===== src/rtl/cms_pkg.sv =====
package cms_pkg;
    typedef enum logic [2:0] {
        MD_CONT     = 3'd0,
        MD_SINGLE   = 3'd1,
        MD_IDLE     = 3'd2,
        MD_PDOWN    = 3'd3,
        MD_ZS_CAL   = 3'd4,
        MD_FS_CAL   = 3'd5,
        MD_SOFF_CAL = 3'd6,
        MD_SFS_CAL  = 3'd7
    } mode_e;

    function automatic logic is_cal(input mode_e m);
        return m[2];
    endfunction

    function automatic logic starts_conv(input mode_e m);
        return (m == MD_CONT) || (m == MD_SINGLE) || m[2];
    endfunction
endpackage


===== src/rtl/seq_len_sel.sv =====
module seq_len_sel
    import cms_pkg::*;
#(
    parameter int GAIN_W      = 3,
    parameter int CNT_W       = 3,
    parameter int SHORT_TICKS = 2,
    parameter int LONG_TICKS  = 4
) (
    input  mode_e              mode,
    input  logic [GAIN_W-1:0]  gain,
    input  logic               ref_int,
    output logic [CNT_W-1:0]   need,
    output logic               cal_legal,
    output logic               factory
);
    localparam logic [GAIN_W-1:0] GAIN_MAX = {GAIN_W{1'b1}};
    localparam logic [CNT_W-1:0]  N_SHORT  = CNT_W'(SHORT_TICKS);
    localparam logic [CNT_W-1:0]  N_LONG   = CNT_W'(LONG_TICKS);

    logic unity;
    assign unity = (gain == '0);

    always_comb begin
        need      = N_SHORT;
        cal_legal = 1'b1;
        factory   = 1'b0;
        if (mode == MD_FS_CAL) begin
            cal_legal = (gain != GAIN_MAX);
            factory   = unity && ref_int;
            need      = unity ? N_SHORT : N_LONG;
        end
    end
endmodule


===== src/rtl/seq_coef_gate.sv =====
module seq_coef_gate
    import cms_pkg::*;
#(
    parameter int NUM_COEF = 2
) (
    input  mode_e               mode,
    input  logic [NUM_COEF-1:0] host_wr,
    output logic [NUM_COEF-1:0] host_we
);
    logic quiet;
    assign quiet = (mode == MD_IDLE) || (mode == MD_PDOWN);

    for (genvar i = 0; i < NUM_COEF; i++) begin : g_gate
        assign host_we[i] = host_wr[i] && quiet;
    end
endmodule


===== src/rtl/conv_mode_seq.sv =====
module conv_mode_seq
    import cms_pkg::*;
#(
    parameter int              RATE_W      = 4,
    parameter int              GAIN_W      = 3,
    parameter int              CNT_W       = 3,
    parameter int              SHORT_TICKS = 2,
    parameter int              LONG_TICKS  = 4,
    parameter logic [RATE_W-1:0] RATE_RST  = 4'b1010
) (
    input  logic              clk,
    input  logic              rst_n,
    input  logic              mode_wr,
    input  logic [2:0]        mode_in,
    input  logic [RATE_W-1:0] rate_in,
    input  logic              cfg_wr,
    input  logic [GAIN_W-1:0] gain_in,
    input  logic              ref_int,
    input  logic              conv_tick,
    input  logic              clamp_in,
    input  logic              data_rd,
    input  logic              host_off_wr,
    input  logic              host_fs_wr,
    output logic [2:0]        mode_out,
    output logic [RATE_W-1:0] rate_sel,
    output logic              rdy,
    output logic              err,
    output logic              result_we,
    output logic              cal_off_wr,
    output logic              cal_fs_wr,
    output logic              fs_factory,
    output logic              mod_rst,
    output logic              pwr_dn,
    output logic              host_off_we,
    output logic              host_fs_we
);
    localparam logic [CNT_W-1:0] N_FIRST = CNT_W'(SHORT_TICKS);

    typedef struct packed {
        mode_e             mode;
        logic [RATE_W-1:0] rate;
        logic [CNT_W-1:0]  cnt;
        logic [CNT_W-1:0]  need;
        logic              rdy;
        logic              err;
        logic              sgl_done;
        logic              restart;
        logic              res_we;
        logic              off_wr;
        logic              fs_wr;
        logic              fact;
    } seq_t;

    seq_t s_d, s_q;

    mode_e            new_mode;
    logic [CNT_W-1:0] need_w;
    logic             cal_legal_w, factory_w;
    logic             active, last_tick, result_now;
    logic [1:0]       host_we_w;

    assign new_mode = mode_e'(mode_in);

    seq_len_sel #(
        .GAIN_W(GAIN_W), .CNT_W(CNT_W),
        .SHORT_TICKS(SHORT_TICKS), .LONG_TICKS(LONG_TICKS)
    ) u_len (
        .mode(new_mode), .gain(gain_in), .ref_int(ref_int),
        .need(need_w), .cal_legal(cal_legal_w), .factory(factory_w)
    );

    seq_coef_gate #(.NUM_COEF(2)) u_gate (
        .mode(s_q.mode), .host_wr({host_fs_wr, host_off_wr}), .host_we(host_we_w)
    );

    always_comb begin
        active = (s_q.mode == MD_CONT) || is_cal(s_q.mode) ||
                 ((s_q.mode == MD_SINGLE) && !s_q.sgl_done);
        last_tick  = ({1'b0, s_q.cnt} + 1'b1) >= {1'b0, s_q.need};
        result_now = 1'b0;

        s_d         = s_q;
        s_d.restart = 1'b0;
        s_d.res_we  = 1'b0;
        s_d.off_wr  = 1'b0;
        s_d.fs_wr   = 1'b0;
        s_d.fact    = 1'b0;

        if (mode_wr && (rate_in != '0)) begin
            s_d.rdy     = 1'b1;
            s_d.restart = 1'b1;
            s_d.cnt     = '0;
            if ((new_mode != MD_FS_CAL) || cal_legal_w) begin
                s_d.mode     = new_mode;
                s_d.rate     = rate_in;
                s_d.need     = need_w;
                s_d.sgl_done = 1'b0;
                if (starts_conv(new_mode)) s_d.err = 1'b0;
                if ((new_mode == MD_FS_CAL) && factory_w) begin
                    s_d.mode  = MD_IDLE;
                    s_d.rdy   = 1'b0;
                    s_d.fs_wr = 1'b1;
                    s_d.fact  = 1'b1;
                end
            end
        end else if (cfg_wr) begin
            s_d.rdy     = 1'b1;
            s_d.restart = 1'b1;
            s_d.cnt     = '0;
        end else begin
            if (conv_tick && active) begin
                if (s_q.cnt < s_q.need) s_d.cnt = s_q.cnt + 1'b1;
                if (last_tick) begin
                    result_now = 1'b1;
                    s_d.rdy    = 1'b0;
                    unique case (s_q.mode)
                        MD_CONT: begin
                            s_d.res_we = 1'b1;
                            s_d.err    = clamp_in;
                        end
                        MD_SINGLE: begin
                            s_d.res_we   = 1'b1;
                            s_d.err      = clamp_in;
                            s_d.sgl_done = 1'b1;
                        end
                        MD_ZS_CAL, MD_SOFF_CAL: begin
                            s_d.off_wr = 1'b1;
                            s_d.mode   = MD_IDLE;
                        end
                        default: begin
                            s_d.fs_wr = 1'b1;
                            s_d.mode  = MD_IDLE;
                        end
                    endcase
                end
            end
            if (data_rd && !result_now) s_d.rdy = 1'b1;
        end
    end

    always_ff @(posedge clk) begin
        if (!rst_n) begin
            s_q          <= '0;
            s_q.mode     <= MD_CONT;
            s_q.rate     <= RATE_RST;
            s_q.need     <= N_FIRST;
            s_q.rdy      <= 1'b1;
        end else begin
            s_q <= s_d;
        end
    end

    assign mode_out    = s_q.mode;
    assign rate_sel    = s_q.rate;
    assign rdy         = s_q.rdy;
    assign err         = s_q.err;
    assign result_we   = s_q.res_we;
    assign cal_off_wr  = s_q.off_wr;
    assign cal_fs_wr   = s_q.fs_wr;
    assign fs_factory  = s_q.fact;
    assign pwr_dn      = (s_q.mode == MD_PDOWN) || ((s_q.mode == MD_SINGLE) && s_q.sgl_done);
    assign mod_rst     = s_q.restart || (s_q.mode == MD_IDLE) || pwr_dn;
    assign host_off_we = host_we_w[0];
    assign host_fs_we  = host_we_w[1];
endmodule


===== config.mk =====
export PLATFORM = sky130hd
export DESIGN_NAME = conv_mode_seq
export DESIGN_NICKNAME = d
export VERILOG_FILES = /design/src/rtl/cms_pkg.sv /design/src/rtl/seq_len_sel.sv /design/src/rtl/seq_coef_gate.sv /design/src/rtl/conv_mode_seq.sv
export SDC_FILE = /design/constraint.sdc
export NUM_CORES = 1
export LEC_CHECK = 0
export ABC_AREA = 0
export BUFFER_PORTS_ARGS = -buffer_cell sky130_fd_sc_hd__buf_4
export CORE_AREA = 2 2 53 55
export CTS_CLUSTER_SIZE = 10
export DETAILED_ROUTE_END_ITERATION = 16
export DIE_AREA = 0 0 55 57
export PLACE_DENSITY = 0.72
export SYNTH_ARGS = -nofsm -noshare
export SYNTH_HDL_FRONTEND = slang
export SYNTH_SLANG_ARGS = --single-unit

===== constraint.sdc =====
create_clock -name clk -period 1.7 [get_ports clk]
set_clock_uncertainty 0.05 [all_clocks]
set_input_delay 0.17 -clock clk [delete_from_list [all_inputs] [get_ports clk]]
set_output_delay 0.17 -clock clk [all_outputs]
set_load 0.005 [all_outputs]

==> flow_summary.yaml <==
sta:
  setup_viol: 9
  fin_crit_ps: 1821
  tightest_slew_ps: 435.4
  rsz0062_at_grt: "true"
  final.setup.worst_slack_ps: -120.6
  period_share: 1.071
  relSlewSlack: 0.7061
  finalHoldViolCount: 0
  hold_ws_ps: 23.17
  drv_slew: 0
  fmax_ghz: 0.5493
  fin_tns_setup_ps: -613.3
critical_path:
  rr_worst_depth: 8
  crit_end: "rdy"
  path_max_fanout: 6
  cp.arrival_ps: 1960
  worstPathRequired_ps: 1840
  slowest_stage: "dfxtp_2"
  critPathKind: "flip-flop to flip-flop"
  cp_cell_sequence: "ha_4 > xor2_1 > ha_1 > a22o_1 > nand2_2 > a21o_4 > a21oi_1 > o211ai_1"
  endpoint_kind: "flip-flop"
  rr_startpoint: "s_q[11]"
  r2r_end: "rdy"
  crit_path_start_kind: "flip-flop"
  startpoint: "s_q[11]"
  cp_top_family: "compound AO/OA/AOI/OAI gates"
  cp_num_cells: 8
  slowest_delay_ps: 360
  r2r_slack_ps: -120
  critPathBufInv: 0
final_layout:
  regArea_sq_um: 402.9
  fin_area_sq_mm: 0.001455
  drive_gt1_frac: 0.4065
  fill_cells: 239
  utilization: 0.5565
  fin_cells: 186
  multiInputGateArea_sq_um: 620.6
  final_nets: 180
  antenna_cells: 0
  area_delta_synth_final_pct: 35.39
grt:
  grt_max_degree: 17
  grt_pass1_wl_mm: 3.877
  grt-ovfl-total: 0
  globalRouteTotalUtil: 0.1681
  grt_pass1_vias: 877
  grt_antenna_before_repair: 0
clocking:
  clk_pin_slew_ps: 110
  root_buffer: "clkbuf_4"
  clkLatencyLatePin_ps: 300
  clockBufferDepth: 2
  cts_setup_buffers: 0
  cts_tree: "yes"
  clock-sinks: 20
  holdBufCountCts: 0
  htreeDepth: 1
  cts_inserted_buffers: 3
route:
  drt_pass1_iterations: 4
  drc: 0
  ant_nets: 0
  wl_per_cell_microns: 13.02
  vias_per_cell: 5.204
  vias: 968
  finalWirelength_mm: 2.421
  drtIter0Drc: 27
floorplanning:
  fp-row-count: 19
  die_x_microns: 55
  io_pins: 37
  die_area_sq_mm: 0.003135
  die_y_microns: 57
  fp.coreArea_sq_mm: 0.002615
  start_util: 0.4110
pwr:
  comb_power_share: 0.202
  internal_power_mw: 0.7190
  seqPwrFrac: 0.513
  clockPowerShare: 0.285
  p_sw_frac: 0.2533
  p_sw_mw: 0.2439
  ir_worst_vdd_uv: 405.7
  design_power_total_mw: 0.9629
  power_density_mw_per_mm2: 661.7
  leakagePower_nw: 0.6238
logic_synthesis:
  ys.warnings.count: 0
  ys_seq_area_frac: 0.3725
  synthTopCellsByCount: "dfxtp_1 (20), a21oi_1 (8), nand2_1 (8), nor2_1 (8), buf_4 (7)"
  synth_edf_count: 0
  synth_largest_area_cell: "dfxtp_1"
  syn_inst: 116
  synthTopCellsByArea: "dfxtp_1 (37%), buf_4 (4.9%), ha_1 (4.7%), mux2i_1 (4.7%), a21oi_1 (3.7%)"
  avgSynthCellArea_sq_um: 9.265
  ys_ff_latch: 20
  yosysMostFrequentCell: "dfxtp_1"
  syn_area_sq_mm: 0.001075
  synth_cell_types: 42
  synth_top_area_frac: 0.3725
  synthArstFlopShare: 0
  synth_flop_cell: "dfxtp_1"
  syn_nets: 140
placement:
  dpl_worst_slack_ps: -160.1
  hpwl_mm: 1.934
  gp_congestion: 0.8451
  placed_cell_area_sq_mm: 0.001394
  dp_cells: 182
  io_buffer_count: 36
status:
  violations: "setup timing"
  status: "complete, but fails checks"
flow_run:
  max_cap_violations: 0
hold_path:
  hp-class: "input pin to flip-flop"
## area by class of cell
| cell class | count | area share |
|---|---|---|
| flip-flops and latches | 20 | 0.2769 |
| repair buffers | 45 | 0.2322 |
| inverters | 5 | 0.01290 |
| clock buffers | 4 | 0.02494 |
| multi-input cells | 81 | 0.4265 |
| well taps | 31 | 0.02666 |
## per-layer routing
metal  track usage  share of wire  vias to the layer above
li1              -              -                      486
met3       0.03141          0.063                        2
met1        0.2219           0.43                      443
met4       0.06272         0.0070                        0
met5             0              0                        -
met2        0.2687           0.50                       37
## power by group through the flow
stage / registers [mW] / clock network (mW) / logic [mW]
finish: 0.494 / 0.274 / 0.195
global route: 0.497 / 0.304 / 0.213
CTS: 0.494 / 0.285 / 0.194
detailed placement: 0.505 / 0 / 0.190
global placement: 0.504 / 0 / 0.187
floorplan: 0.506 / 0 / 0.105
## worst register-to-register path: cells and delay by family, from the launching register on
kind	cells	cell delay, ps
xor+xnor	1	140
compound gates	4	620
flops	1	360
fa+ha+maj	2	470
simple gates	1	60
## what timing repair did
item / CTS / global route
setup endpoints to repair: 9 / 10
resized for setup: 5 / 1
pin swaps: 3 / 0
hold endpoints to repair: 0 / 0
## how the worst min path moves through the flow
| stage | slack, ps | from | to | cells after the start |
|---|---|---|---|---|
| floorplan | 240 | clamp_in | err | 1 |
| global placement | 320 | clamp_in | err | 2 |
| detailed placement | 330 | clamp_in | err | 2 |
| CTS | 10 | clamp_in | err | 2 |
| global route | 10 | clamp_in | err | 2 |
| finish | 20 | clamp_in | err | 2 |
## flip-flops by register name, indices dropped and copies added (netlist names)
register	flops
s_q	7
rate_sel	4
mode_out	3
cal_fs_wr	1
cal_off_wr	1
err	1
fs_factory	1
rdy	1
result_we	1
## layout by cell type, fill, tap and decap left out, types with 3 or more instances in the layout
cell type   n
buf_4      45
nor2_1      8
ha_1        3
nor2b_1     5
nand2_1     7
a21oi_1     7
nor3_1      3
mux2i_1     5
clkbuf_4    3
o211ai_1    3
and2_1      4
inv_1       4
dfxtp_1    18
## cell families (layout without fill, tap and decap cells)
group / count (synthesis) / after routing / synth area share
buffers and inverters: 15 / 54 / 0.08497
DFF: 20 / 20 / 0.3725
and+or+nand+nor: 40 / 40 / 0.2154
AOI/OAI and AO/OA: 29 / 29 / 0.2096
adders and majority gates: 4 / 4 / 0.04657
muxes: 5 / 5 / 0.04657
xor gates and xnor gates: 3 / 3 / 0.02445
Note: power is estimated with default switching activity, not from simulation.
